===== src/rtl/dds_pkg.sv =====
package dds_pkg;

   // Rounded sine sample for table position idx of a 2**idx_w entry table,
   // peak amplitude 2**(smp_w-1)-1.
   function automatic int sine_code(input int idx, input int idx_w, input int smp_w);
      real ang;
      real pk;
      ang = 6.283185307179586 * idx / (2.0 ** idx_w);
      pk  = (2.0 ** (smp_w - 1)) - 1.0;
      return $rtoi($floor(pk * $sin(ang) + 0.5));
   endfunction

endpackage


===== src/rtl/seg_fifo.sv =====
module seg_fifo #(
   parameter int DATA_W = 40,
   parameter int DEPTH  = 8
) (
   input  logic              clk,
   input  logic              rst,
   input  logic              wr_en,
   input  logic [DATA_W-1:0] wr_data,
   input  logic              rd_en,
   output logic [DATA_W-1:0] rd_data,
   output logic              full,
   output logic              empty
);
   localparam int PTR_W  = (DEPTH > 1) ? $clog2(DEPTH) : 1;
   localparam int FILL_W = $clog2(DEPTH + 1);

   if (DEPTH < 1) begin : g_bad_depth
      $error("seg_fifo: DEPTH must be at least 1");
   end

   logic [DATA_W-1:0] mem [DEPTH];
   logic [PTR_W-1:0]  wr_ptr, rd_ptr;
   logic [FILL_W-1:0] fill;
   logic              push;

   assign full    = (fill == FILL_W'(DEPTH));
   assign empty   = (fill == '0);
   assign push    = wr_en && !full;
   assign rd_data = mem[rd_ptr];

   function automatic logic [PTR_W-1:0] bump(input logic [PTR_W-1:0] p);
      return (p == PTR_W'(DEPTH - 1)) ? '0 : p + PTR_W'(1);
   endfunction

   always_ff @(posedge clk) begin
      if (push) mem[wr_ptr] <= wr_data;
   end

   always_ff @(posedge clk) begin
      if (rst) begin
         wr_ptr <= '0;
         rd_ptr <= '0;
         fill   <= '0;
      end else begin
         if (push)  wr_ptr <= bump(wr_ptr);
         if (rd_en) rd_ptr <= bump(rd_ptr);
         fill <= fill + FILL_W'(push) - FILL_W'(rd_en);
      end
   end


   drop_when_full_chk: assert property (@(posedge clk) disable iff (rst)
      (wr_en && full && !rd_en) |=> (full && $stable(wr_ptr)));


   no_pop_empty_chk: assert property (@(posedge clk) disable iff (rst)
      rd_en |-> !empty);

endmodule


===== src/rtl/traj_integrator.sv =====
module traj_integrator #(
   parameter int ACC_W = 24,
   parameter int VEL_W = 24,
   parameter int PH_W  = 32,
   parameter int CNT_W = 16,
   parameter int IDX_W = 8
) (
   input  logic                    clk,
   input  logic                    rst,
   input  logic                    tick,
   input  logic                    seg_avail,
   input  logic signed [ACC_W-1:0] seg_acc,
   input  logic [CNT_W-1:0]        seg_cnt,
   output logic                    seg_pop,
   output logic                    active,
   output logic [IDX_W-1:0]        idx
);
   if (ACC_W > VEL_W) begin : g_bad_acc
      $error("traj_integrator: ACC_W must not exceed VEL_W");
   end
   if (VEL_W > PH_W || IDX_W > PH_W) begin : g_bad_ph
      $error("traj_integrator: PH_W must cover VEL_W and IDX_W");
   end

   logic signed [ACC_W-1:0] acc_q;
   logic [CNT_W-1:0]        left_q;
   logic signed [VEL_W-1:0] vel_q;
   logic [PH_W-1:0]         ph_q;
   logic signed [VEL_W-1:0] acc_ext;
   logic [PH_W-1:0]         vel_ext;

   assign acc_ext = VEL_W'(acc_q);
   assign vel_ext = PH_W'(vel_q);
   assign active  = (left_q != '0);
   assign seg_pop = tick && !active && seg_avail;
   assign idx     = ph_q[PH_W-1 -: IDX_W];

   always_ff @(posedge clk) begin
      if (rst) begin
         acc_q  <= '0;
         left_q <= '0;
         vel_q  <= '0;
         ph_q   <= '0;
      end else if (tick) begin
         ph_q <= ph_q + vel_ext;
         if (active) begin
            vel_q  <= vel_q + acc_ext;
            left_q <= left_q - CNT_W'(1);
         end else if (seg_avail) begin
            acc_q  <= seg_acc;
            left_q <= seg_cnt;
         end
      end
   end


   load_no_accel_chk: assert property (@(posedge clk) disable iff (rst)
      (tick && !active && seg_avail) |=> ((left_q == $past(seg_cnt)) && (vel_q == $past(vel_q))));


   idle_hold_vel_chk: assert property (@(posedge clk) disable iff (rst)
      (tick && !active && !seg_avail) |=> (vel_q == $past(vel_q)));


   no_tick_frozen_chk: assert property (@(posedge clk) disable iff (rst)
      !tick |=> ($stable(vel_q) && $stable(ph_q) && $stable(left_q)));

endmodule


===== src/rtl/sine_lut.sv =====
module sine_lut #(
   parameter int IDX_W = 8,
   parameter int SMP_W = 12
) (
   input  logic [IDX_W-1:0]        idx,
   output logic signed [SMP_W-1:0] sin_val,
   output logic signed [SMP_W-1:0] cos_val
);
   localparam int N   = 1 << IDX_W;
   localparam int QTR = N / 4;

   if (IDX_W < 2) begin : g_bad_idx
      $error("sine_lut: IDX_W must be at least 2");
   end

   logic signed [SMP_W-1:0] rom [N];
   logic [IDX_W-1:0]        cos_idx;

   for (genvar i = 0; i < N; i++) begin : g_rom
      localparam int V = dds_pkg::sine_code(i, IDX_W, SMP_W);
      assign rom[i] = SMP_W'(V);
   end

   assign cos_idx = idx + IDX_W'(QTR);
   assign sin_val = rom[idx];
   assign cos_val = rom[cos_idx];

endmodule


===== src/rtl/ref_scaler.sv =====
module ref_scaler #(
   parameter int SMP_W = 12,
   parameter int AMP_W = 12,
   parameter bit ROUND = 1'b1
) (
   input  logic                    clk,
   input  logic                    rst,
   input  logic signed [SMP_W-1:0] sample,
   input  logic [AMP_W-1:0]        amp,
   output logic signed [SMP_W-1:0] ref_q
);
   localparam int PROD_W = SMP_W + AMP_W + 1;
   localparam int SHIFT  = AMP_W - 1;
   localparam logic signed [PROD_W-1:0] HI   = PROD_W'(2 ** (SMP_W - 1) - 1);
   localparam logic signed [PROD_W-1:0] LO   = ~HI;
   localparam logic signed [PROD_W-1:0] HALF = PROD_W'(2 ** (SHIFT - 1));

   if (AMP_W < 2) begin : g_bad_amp
      $error("ref_scaler: AMP_W must be at least 2");
   end

   logic signed [PROD_W-1:0] s_ext, a_ext, prod, rnd, shf;
   logic signed [SMP_W-1:0]  sat;

   assign s_ext = PROD_W'(sample);
   assign a_ext = $signed(PROD_W'(amp));
   assign prod  = s_ext * a_ext;

   if (ROUND) begin : g_round
      assign rnd = prod + HALF;
   end else begin : g_trunc
      assign rnd = prod;
   end

   assign shf = rnd >>> SHIFT;

   always_comb begin
      if (shf > HI)      sat = HI[SMP_W-1:0];
      else if (shf < LO) sat = LO[SMP_W-1:0];
      else               sat = shf[SMP_W-1:0];
   end

   always_ff @(posedge clk) begin
      if (rst) ref_q <= '0;
      else     ref_q <= sat;
   end


   zero_amp_chk: assert property (@(posedge clk) disable iff (rst)
      (amp == '0) |=> (ref_q == '0));

endmodule


===== src/rtl/dds_profile_player.sv =====
module dds_profile_player #(
   parameter int ACC_W      = 24,
   parameter int VEL_W      = 24,
   parameter int PH_W       = 32,
   parameter int CNT_W      = 16,
   parameter int FIFO_DEPTH = 8,
   parameter int IDX_W      = 8,
   parameter int SMP_W      = 12,
   parameter int AMP_W      = 12
) (
   input  logic                    clk,
   input  logic                    rst,
   input  logic                    seg_wr,
   input  logic signed [ACC_W-1:0] seg_accel,
   input  logic [CNT_W-1:0]        seg_ticks,
   output logic                    seg_full,
   input  logic                    tick,
   input  logic [AMP_W-1:0]        amp,
   output logic signed [SMP_W-1:0] ref_sin,
   output logic signed [SMP_W-1:0] ref_cos,
   output logic                    busy
);
   typedef struct packed {
      logic signed [ACC_W-1:0] accel;
      logic [CNT_W-1:0]        ticks;
   } seg_t;

   localparam int SEG_W = $bits(seg_t);

   seg_t                    wr_seg, rd_seg;
   logic                    fifo_empty, seg_pop, seg_active;
   logic [IDX_W-1:0]        idx;
   logic signed [SMP_W-1:0] sin_s, cos_s;

   assign wr_seg.accel = seg_accel;
   assign wr_seg.ticks = seg_ticks;
   assign busy         = seg_active || !fifo_empty;

   seg_fifo #(.DATA_W(SEG_W), .DEPTH(FIFO_DEPTH)) u_fifo (
      .clk(clk), .rst(rst),
      .wr_en(seg_wr), .wr_data(wr_seg),
      .rd_en(seg_pop), .rd_data(rd_seg),
      .full(seg_full), .empty(fifo_empty)
   );

   traj_integrator #(.ACC_W(ACC_W), .VEL_W(VEL_W), .PH_W(PH_W),
                     .CNT_W(CNT_W), .IDX_W(IDX_W)) u_integ (
      .clk(clk), .rst(rst), .tick(tick),
      .seg_avail(!fifo_empty), .seg_acc(rd_seg.accel), .seg_cnt(rd_seg.ticks),
      .seg_pop(seg_pop), .active(seg_active), .idx(idx)
   );

   sine_lut #(.IDX_W(IDX_W), .SMP_W(SMP_W)) u_lut (
      .idx(idx), .sin_val(sin_s), .cos_val(cos_s)
   );

   ref_scaler #(.SMP_W(SMP_W), .AMP_W(AMP_W)) u_scale_a (
      .clk(clk), .rst(rst), .sample(sin_s), .amp(amp), .ref_q(ref_sin)
   );

   ref_scaler #(.SMP_W(SMP_W), .AMP_W(AMP_W)) u_scale_b (
      .clk(clk), .rst(rst), .sample(cos_s), .amp(amp), .ref_q(ref_cos)
   );


   full_implies_busy_chk: assert property (@(posedge clk) disable iff (rst)
      seg_full |-> busy);

endmodule


===== config.mk =====
export PLATFORM = sky130hd
export DESIGN_NAME = dds_profile_player
export DESIGN_NICKNAME = d
export VERILOG_FILES = /design/src/rtl/dds_pkg.sv /design/src/rtl/seg_fifo.sv /design/src/rtl/traj_integrator.sv /design/src/rtl/sine_lut.sv /design/src/rtl/ref_scaler.sv /design/src/rtl/dds_profile_player.sv
export SDC_FILE = /design/constraint.sdc
export NUM_CORES = 1
export LEC_CHECK = 0
export BUFFER_PORTS_ARGS = -buffer_cell sky130_fd_sc_hd__buf_4
export CORE_MARGIN = 3
export CORE_UTILIZATION = 55
export DETAILED_ROUTE_END_ITERATION = 16
export PLACE_DENSITY = 0.72
export SLEW_MARGIN = 20
export SYNTH_ARGS = -nofsm -noshare
export SYNTH_HDL_FRONTEND = slang
export SYNTH_SLANG_ARGS = --single-unit

===== constraint.sdc =====
create_clock -name clk -period 11.8 [get_ports clk]
set_input_delay 1.18 -clock clk [delete_from_list [all_inputs] [get_ports clk]]
set_output_delay 1.18 -clock clk [all_outputs]
set_load 0.05 [all_outputs]

==> metrics, run 1 <==
status complete, no violations; power per cell area between 200 and 250 nW/um^2; Area Overhead vs Synth 8.13%; DR iter-0 viols around 1,800; CP bufs+invs 5; CP delay by family, top adder cells; Clock Tree Buf Depth 3; Peak VDD IR about 0.86 mV; worst hold slack 0.477 ns; GR Util All Layers 0.257; Post-CTS Setup Repair Bufs 0; Final Hold Vio Count 0; warnings from Yosys 0; setup violators final 0; EDFF count, synth 320; vias in the first global route 23,413; TritonCTS clock tree yes; DRC Markers 0; critical path endpoint category flip-flop; Worst Min Path Start u_fifo.rd_ptr[2]; die area 61,000 um^2; die width around 250 um; leakage power 13.9 nW; asr flop ratio synth 0; Min-Delay Path Class flip-flop to flip-flop; Vias 22,548; Port Buffers 81; main combinational cell family by area after synthesis adder cells; Sink Count ~450; most frequent cells in the layout edfxtp_1, nand2_1, inv_1; top_reg_cell synth edfxtp_1; Skew-Pair Late Insertion Delay 0.60 ns; post-route minimum period 9.61 ns; starting density of the core 0.561; fmax 0.104 GHz; WP data arrival 10.12 ns; Least-Margin Pin Slew 0.988 ns; Final Wtd Congestion slightly below 1; # rows 87; Layout Nets 3,408; commonest non-fill, non-tap cell in the layout edfxtp_1; launch point of the worst path u_integ.ph_q[24]; wire length per cell 20.6 um; CP max FO 21; flops & latches, synth 453; R2R depth 31; CTS hold repair buffers 0; GR Overflow Total 0; syn avg cell area 10.8 um^2; syn nets 3,431; Vias/cell 6.05; Crit path required time 12.32 ns; hold depth 2; Yosys cell types 76; post-synthesis xor/xnor area fraction 0.0197; largest net degree at the start of global routing 80; simple-gate share of the synthesized area 0.121; worst r2r src u_integ.ph_q[24]; Synth Area in Compound Gates 0.113; final period utilization 0.814; CTS buffer count 48; first-pass GRT wire length 125 mm; RSZ-0062 raised after global routing false; post-synthesis mux area share 0.0943; Die Ht 247 um; # Max-Cap Violations 0; Crit Path Class flip-flop to flip-flop; H-Tree Depth 2; Reg2Reg Setup Slack 2.19 ns; Design Power approximately 8.3 mW; part of the Yosys area used for sequential elements 0.384; clk_skew between 0.02 and 0.025 ns; Final ANT Viol Nets 0; Worst-path clk slew 0.06 ns; CP peak stage delay about 0.97 ns; Post-Synthesis Cells 2,953; max-slew violation count 0; cell area after synthesis roughly 32,000 um^2; CTS resizes 0; TritonRoute pass-1 iters 6; final wirelength ~77 mm; CP Launch Type flip-flop; RR Endpoint u_scale_a.ref_q[5]; adder-cell area share of the yosys netlist 0.213; share of cells above drive strength 1 0.114; Slowest-stage cell, CP dfxtp_1; HPWL after detailed placement 52.3 mm; initial antenna violation count 1; Clk Tree Root Cell clkbuf_16; Top Ports 82; Slew headroom 0.340; core area roughly 57,000 um^2; Sum Neg Setup Slack 0 ns
-- cells in the mapped netlist (19+ instances only) --
| cell | n | area, um^2 |
|---|---|---|
| edfxtp_1 | 320 | 9610 |
| fa_1 | 203 | 4060 |
| mux2i_1 | 58 | 581 |
| clkbuf_1 | 104 | 390 |
| nor2b_1 | 39 | 244 |
| nor2_1 | 209 | 785 |
| ha_1 | 219 | 2740 |
| nand2_1 | 286 | 1070 |
| a211oi_1 | 58 | 435 |
| xnor2_1 | 42 | 368 |
| nor3_1 | 37 | 185 |
| nand3_1 | 45 | 225 |
| a21oi_1 | 173 | 866 |
| mux4_2 | 103 | 2320 |
| dfxtp_1 | 133 | 2660 |
| a31oi_1 | 19 | 119 |
| buf_2 | 61 | 305 |
| and2_1 | 121 | 757 |
| xor2_1 | 30 | 263 |
| o211ai_1 | 22 | 165 |
| inv_1 | 253 | 950 |
| a21o_1 | 30 | 225 |
| o21ai_0 | 123 | 616 |
-- state kept, by name, summed over array words and instances (netlist names), named ones only --
| signal | flops |
|---|---|
| u_fifo.wr_ptr | 3 |
| u_scale_a.ref_q | 12 |
| u_fifo.mem | 320 |
| u_fifo.rd_ptr | 3 |
| u_integ.acc_ext | 24 |
| u_fifo.fill | 4 |
| u_integ.left_q | 16 |
| u_integ.ph_q | 32 |
| u_scale_b.ref_q | 12 |
| u_integ.vel_q | 24 |
-- layer usage --
layer,GRT usage,routed length (um),up-vias
li1,-,-,10401
met4,0.0963,2610,0
met3,0.0416,4870,169
met1,0.337,31700,11158
met5,0,0,-
met2,0.433,37500,820
-- tightest hold or removal path: cells and delay by family, from the launching register on --
kind	cells	cell delay (ns)
flip-flops	1	0.31
AO/OA/AOI/OAI	1	0.06
AND/OR/NAND/NOR	1	0.05
-- kinds of logic after synthesis --
| logic type | Yosys count |
|---|---|
| AOI/OAI and AO/OA | 571 |
| xor gates and xnor gates | 72 |
| adders and majority gates | 422 |
| buffers and inverters | 436 |
| DFF | 453 |
| muxes | 171 |
| and+or+nand+nor | 828 |
-- through the flow --
stage	setup slack [ns]	utilization	cells	instance area, um^2
final	2.19	0.607	3725	34600
after global routing	1.54	0.607	3724	34600
after CTS	2.37	0.607	3723	34500
after detailed placement	2.44	0.579	3635	33000
after global placement	2.55	0.579	3635	33000
after floorplan	4.22	-	2953	32000
-- area by class of cell --
| class | instances | area [um^2] |
|---|---|---|
| Multi-Input combinational cell | 2064 | 18000 |
| Inverter | 255 | 957 |
| Fill cell | 4510 | 22400 |
| Tap cell | 756 | 946 |
| Timing Repair Buffer | 108 | 823 |
| Antenna cell | 1 | 2.50 |
| Sequential cell | 453 | 12300 |
| Clock inverter | 24 | 251 |
| Clock buffer | 64 | 1290 |
-- report_power, final --
| part | internal [mW] | total [mW] | leakage (nW) | switching [mW] |
|---|---|---|---|---|
| logic | 2.14 | 4.84 | 9.17 | 2.70 |
| clock network | 0.846 | 1.47 | 0.738 | 0.624 |
| registers | 1.89 | 1.99 | 3.99 | 0.102 |
| total | 4.87 | 8.29 | 13.9 | 3.42 |
-- worst max-delay path by stage --
stage / slack (ns) / to / cells past startpoint
3_3_place_gp: 2.55 / u_scale_a.ref_q[10] / 31
2_1_floorplan: 4.22 / u_scale_a.ref_q[3] / 31
5_1_grt: 1.54 / u_scale_a.ref_q[10] / 31
4_1_cts: 2.37 / u_scale_a.ref_q[10] / 31
6_report: 2.19 / u_scale_a.ref_q[5] / 31
3_5_place_dp: 2.44 / u_scale_a.ref_q[7] / 31
No activity file was read; power rests on OpenSTA's default activity.
==> run 2: changes to the inputs <==
Settings changed: PLACE_DENSITY 0.72 to 0.74.
Clock period 11.8 ns to 7.99 ns, I/O delays scaled along.
==> run 2 against run 1 <==
Net effect:
- non-clock buffer count up 99
- utilization up 2.2 points
- clock power up 56%
- worst setup slack worse by 2.0 ns
- sequential share of layout area down 1.2 points
- count of clock-buffer cells in the layout down 7
- first-iteration DRC count up 11%
- maximum frequency up 23%
- critical path type unchanged
==> metrics, run 2 (same netlist as run 1, synthesis figures left out) <==
status complete, no violations (unchanged); worst slack, placed -0.104 ns (was 2.44 ns); Slowest-stage cell, CP fa_1 (was dfxtp_1); Final Hold Vio Count 0 (unchanged); Skew-Pair Late Insertion Delay 0.62 ns (was 0.60 ns); most used cell, CP fa_1; TritonCTS clock tree yes (unchanged); Hold Path End u_fifo.mem[7][10]; fmax 0.128 GHz (was 0.104 GHz); CTS hold repair buffers 0 (unchanged); clk_skew 0.0332 ns (was 0.0212 ns); share of cells above drive strength 1 0.157 (was 0.114); Final ANT Viol Nets 0 (unchanged); largest registers u_fifo.mem: 320 flops, u_integ.ph_q: 32 flops (unchanged); # rows 87 (unchanged); most frequent cells in the layout edfxtp_1, nand2_1, inv_1 (unchanged); TritonRoute pass-1 iters 6 (unchanged); core area 56,900 um^2 (unchanged); # Max-Cap Violations 0 (unchanged); Sink Count 453 (unchanged); power per cell area 353 nW/um^2 (was 240 nW/um^2); # fillers 4,371 (was 4,510); final wirelength 82.3 mm (was 76.7 mm); Reg2Reg Setup Slack 0.16 ns (was 2.19 ns); vias in the first global route 23,958 (was 23,413); Worst Min Path Start seg_ticks[10] (was u_fifo.rd_ptr[2]); CTS buffer count 47 (was 48); die area 61,000 um^2 (unchanged); Post-Layout Inst Area 35,800 um^2 (was 34,600 um^2); Layout Nets 3,509 (was 3,408); Min-Delay Path Class input pin to flip-flop (was flip-flop to flip-flop); dpl cell area 33,600 um^2 (was 33,000 um^2); GR Overflow Total 0 (unchanged); GR Util All Layers 0.267 (was 0.257); worst hold slack 0.431 ns (was 0.477 ns); Least-Margin Pin Slew 1.05 ns (was 0.988 ns); RR Endpoint u_scale_a.ref_q[3] (was u_scale_a.ref_q[5]); max-slew violation count 0 (unchanged); Clock Tree Buf Depth 3 (unchanged); CP max FO 9 (was 21); Vias/cell 6.13 (was 6.05); Area Overhead vs Synth 12.0% (was 8.13%); Slew headroom 0.294 (was 0.340); DRC Markers 0 (unchanged); Worst-path clk slew 0.06 ns (about the same); leakage power 14.5 nW (was 13.9 nW); critical path endpoint category flip-flop (unchanged); setup violators final 0 (unchanged); CP Launch Type flip-flop (unchanged); Die Ht 247 um (unchanged); hold depth 1 (was 2); Vias 23,460 (was 22,548); final period utilization 0.980 (was 0.814); non-filler instance count after layout 3,827 (was 3,725); starting density of the core 0.561 (unchanged); WP data arrival 8.34 ns (was 10.12 ns); wire length per cell 21.5 um (was 20.6 um); Clk Tree Root Cell clkbuf_16 (unchanged); first-pass GRT wire length 129 mm (was 125 mm); Design Power 12.6 mW (was 8.29 mW); Crit Path Class flip-flop to flip-flop (unchanged); Crit path required time 8.50 ns (was 12.32 ns); die width 247 um (unchanged); flip-flop count of the largest register after layout 320 (unchanged); Sum Neg Setup Slack 0 ns (unchanged); Top reg by flops u_fifo.mem (unchanged); Port Buffers 81 (unchanged); H-Tree Depth 2 (unchanged); initial antenna violation count 1 (unchanged); HPWL after detailed placement 55.5 mm (was 52.3 mm); CP peak stage delay 0.59 ns (was 0.97 ns); DR iter-0 viols 2,007 (was 1,805); Top Ports 82 (unchanged); Final Wtd Congestion 0.982 (was 0.990); worst r2r src u_integ.ph_q[24] (unchanged); commonest non-fill, non-tap cell in the layout edfxtp_1 (unchanged); Peak VDD IR 0.951 mV (was 0.858 mV); Placed Cells 3,711 (was 3,635); Final Core Density 0.629 (was 0.607); R2R depth 31 (unchanged); Setup WS post-layout 0.159 ns (was 2.19 ns); largest net degree at the start of global routing 89 (was 80); post-route minimum period 7.83 ns (was 9.61 ns)
==> run 2: worst max-delay path by stage <==
stage                startpoint                  end  slack, ns
3_5_place_dp   u_integ.ph_q[25]   u_scale_a.ref_q[7]      -0.10
5_1_grt        u_integ.ph_q[26]   u_scale_a.ref_q[3]      -0.07
2_1_floorplan  u_integ.ph_q[24]   u_scale_a.ref_q[3]       0.41
4_1_cts        u_integ.ph_q[24]   u_scale_a.ref_q[7]      0.004
3_3_place_gp   u_integ.ph_q[25]  u_scale_a.ref_q[10]       0.02
6_report       u_integ.ph_q[24]   u_scale_a.ref_q[3]       0.16
==> run 2: report_power, final <==
group          internal [mW]  switching, mW
logic                   3.34           4.07
registers               2.78          0.151
clock network           1.32          0.972
total                   7.44           5.20
==> run 2: repair_timing <==
item / in CTS / in global routing
buffers inserted: 0 / 21
cloned: 0 / 5
gates resized for setup: 6 / 61
pin swaps: 0 / 9
setup endpoints to repair: 22 / 24
==> run 2: cell type report <==
class,count,area [um^2],share of cell area
flip-flops and latches,453,12300,0.343
well taps,756,946,0.0264
clock inverters,31,345,0.00965
diodes,1,2.50,0.0000699
clock buffers,57,1270,0.0356
repair buffers,207,1690,0.0472
multi-input cells,2067,18300,0.511
inverters,255,960,0.0268
==> run 2: worst max-delay path: cells and delay by family (launching register included) <==
kind                     cells  cell delay (ns)
buffers and inverters        8             0.94
flip-flops                   1             0.41
AO/OA/AOI/OAI               10             1.96
AND/OR/NAND/NOR              5             0.80
adder cells (fa/ha/maj)      7             3.18
multiplexers                 1             0.43
==> run 2: routing by layer <==
layer	wire length, um	GRT usage
met5	0	0
met4	3150	0.104
met2	40400	0.452
met3	6300	0.0463
met1	32400	0.345
==> run 3: changes to the inputs <==
Settings changed: ABC_AREA from default to 1.
==> run 3 against run 2 <==
Net effect:
- routed wire length increased by 20%
- via count rose by 25%
- worst hold slack gained 0.0028 ns
- register-to-register slack improved by 0.42 ns
- first-iteration DRC count is 32% higher
- largest cell class unchanged
- highest routed layer is now met5
==> metrics, run 3 <==
Synth Area in Compound Gates 0.108 (was 0.113); clk_skew 0.0309 ns (was 0.0332 ns); asr flop ratio synth 0 (unchanged); Skew-Pair Late Insertion Delay 0.61 ns (was 0.62 ns); critical path endpoint category flip-flop (unchanged); Vias 29,319 (was 23,460); Vias/cell 5.80 (was 6.13); leading area contributor after synthesis edfxtp_1 (unchanged); largest registers u_fifo.mem: 320 flops, u_integ.ph_q: 32 flops (unchanged); wire length per cell 19.5 um (was 21.5 um); syn avg cell area 8.12 um^2 (was 10.8 um^2); Clock Tree Buf Depth 3 (unchanged); DRC Markers 0 (unchanged); Post-CTS Setup Repair Bufs 0 (unchanged); Post-synth top cells nand2_1, inv_1, nor2_1 (was edfxtp_1, nand2_1, inv_1); post-synthesis xor/xnor area fraction 0.0141 (was 0.0197); final period utilization 0.927 (was 0.980); Crit Path Class flip-flop to flip-flop (unchanged); top-count cell post-synth nand2_1 (was edfxtp_1); core area 60,800 um^2 (was 56,900 um^2); CP bufs+invs 5 (was 8); top_reg_cell synth edfxtp_1 (unchanged); Min-Delay Path Class input pin to flip-flop (unchanged); TritonCTS clock tree yes (unchanged); Sink Count 453 (unchanged); setup violators final 0 (unchanged); adder-cell area share of the yosys netlist 0.200 (was 0.213); initial antenna violation count 4 (was 1); Final Hold Vio Count 0 (unchanged); Placed Cells 4,963 (was 3,711); Clk Tree Root Cell clkbuf_16 (unchanged); max-slew violation count 0 (unchanged); starting density of the core 0.560 (was 0.561); Top Ports 82 (unchanged); DR iter-0 viols 2,651 (was 2,007); first-pass GRT wire length 155 mm (was 129 mm); Synth area leaders edfxtp_1, fa_1, nand2_1 (was edfxtp_1, fa_1, ha_1); share of cells above drive strength 1 0.0722 (was 0.157); fmax 0.135 GHz (was 0.128 GHz); flip-flop count of the largest register after layout 320 (unchanged); commonest non-fill, non-tap cell in the layout nand2_1 (was edfxtp_1); TritonRoute pass-1 iters 6 (unchanged); Area Overhead vs Synth 8.68% (was 12.0%); main combinational cell family by area after synthesis simple AND/OR/NAND/NOR gates (was adder cells); Post-Synthesis Cells 4,198 (was 2,953); Final ANT Viol Nets 0 (unchanged); Die Ht 255 um (was 247 um); Least-Margin Pin Slew 1.02 ns (was 1.05 ns); Top reg by flops u_fifo.mem (unchanged); flops & latches, synth 453 (unchanged); most used cell, CP nand2_1 (was fa_1); Slowest-stage cell, CP fa_1 (unchanged); Worst-path clk slew 0.07 ns (was 0.06 ns); Yosys cell types 58 (was 76); Sum Neg Setup Slack 0 ns (unchanged); part of the Yosys area used for sequential elements 0.360 (was 0.384); Layout Nets 4,708 (was 3,509); post-route minimum period 7.41 ns (was 7.83 ns); Crit path required time 8.44 ns (was 8.50 ns); Slew headroom 0.323 (was 0.294); # Max-Cap Violations 0 (unchanged); die width 255 um (was 247 um); final wirelength 98.5 mm (was 82.3 mm); status complete, no violations (unchanged); simple-gate share of the synthesized area 0.232 (was 0.121); Port Buffers 81 (unchanged); CTS hold repair buffers 0 (unchanged); post-synthesis mux area share 0 (was 0.0943); warnings from Yosys 0 (unchanged); cell area after synthesis 34,100 um^2 (was 32,000 um^2); RSZ-0062 raised after global routing false; Final Wtd Congestion 1.07 (was 0.982); CP Launch Type flip-flop (unchanged); EDFF count, synth 320 (unchanged); area share of the largest cell type after synthesis 0.282 (was 0.301); vias in the first global route 28,947 (was 23,958); CTS buffer count 47 (unchanged); CP delay by family, top adder cells (unchanged); HPWL after detailed placement 70.2 mm (was 55.5 mm); CP max FO 13 (was 9); largest net degree at the start of global routing 110 (was 89); # rows 90 (was 87); CTS resizes 0 (was 6); GR Util All Layers 0.305 (was 0.267); GR Overflow Total 0 (unchanged); CP peak stage delay 0.56 ns (was 0.59 ns); most frequent cells in the layout nand2_1, inv_1, nor2_1 (was edfxtp_1, nand2_1, inv_1); non-filler instance count after layout 5,051 (was 3,827); syn nets 4,676 (was 3,431); H-Tree Depth 2 (unchanged); die area 65,000 um^2 (was 61,000 um^2); WP data arrival 7.86 ns (was 8.34 ns)
## run 3: cell count changes in the layout (fill, tap and decap cells not counted), moves of 58 or more
cell / previous run / this run
o21ai_0: 109 / 208
a21oi_1: 168 / 260
mux4_2: 103 / 0
nand2_1: 284 / 931
mux2i_1: 58 / 0
inv_1: 251 / 554
and2_1: 121 / 1
nand3_1: 45 / 347
nor2_1: 199 / 404
## run 3: final cells by class
cell class | count | area [um^2]
fill | 5401 | 23800
multi-input combinational | 3000 | 18900
sequential | 453 | 12300
inverter | 588 | 2210
clock buffer | 63 | 1350
timing repair buffer | 140 | 1050
tap | 782 | 978
clock inverter | 24 | 221
antenna | 1 | 2.50
## run 3: path summary, 6_finish.rpt
check / start / to / slack [ns] / depth (start not counted)
max reg2reg: u_integ.ph_q[25] / u_scale_a.ref_q[6] / 0.58 / 28
min: seg_ticks[6] / u_fifo.mem[5][6] / 0.43 / 1
max: u_integ.ph_q[25] / u_scale_a.ref_q[6] / 0.58 / 28
min reg2reg: u_integ.acc_ext[5] / u_integ.acc_ext[5] / 0.48 / 1
## run 3: cell families (layout without fill, tap and decap cells)
| logic type | Yosys count | count (layout) |
|---|---|---|
| AOI/OAI and AO/OA | 659 | 659 |
| other | 0 | 1 |
| and+or+nand+nor | 1864 | 1864 |
| adders and majority gates | 422 | 422 |
| xor gates and xnor gates | 55 | 55 |
| buffers and inverters | 745 | 815 |
| DFF | 453 | 453 |
## run 3: metrics by stage
step / hold slack (ns) / cell area, um^2 / setup WS [ns] / util
floorplan: 0.447 / 34100 / 1.61 / -
global placement: 0.456 / 35500 / 0.411 / 0.583
detailed placement: 0.463 / 35500 / 0.362 / 0.583
CTS: 0.411 / 37000 / 0.314 / 0.609
global route: 0.425 / 37000 / 0.131 / 0.609
finish: 0.434 / 37000 / 0.583 / 0.609
## run 3: metal layers
layer	global-route usage	routed length [um]	vias to the layer above
li1	-	-	13923
met1	0.388	39500	13814
met2	0.513	46100	1265
met3	0.0523	8140	311
met4	0.140	4730	6
met5	0	47	-
Power of run 3 is left out: the tool's default activity adds up to more than one toggle a clock period on the data nets, which glitch-free logic cannot reach.
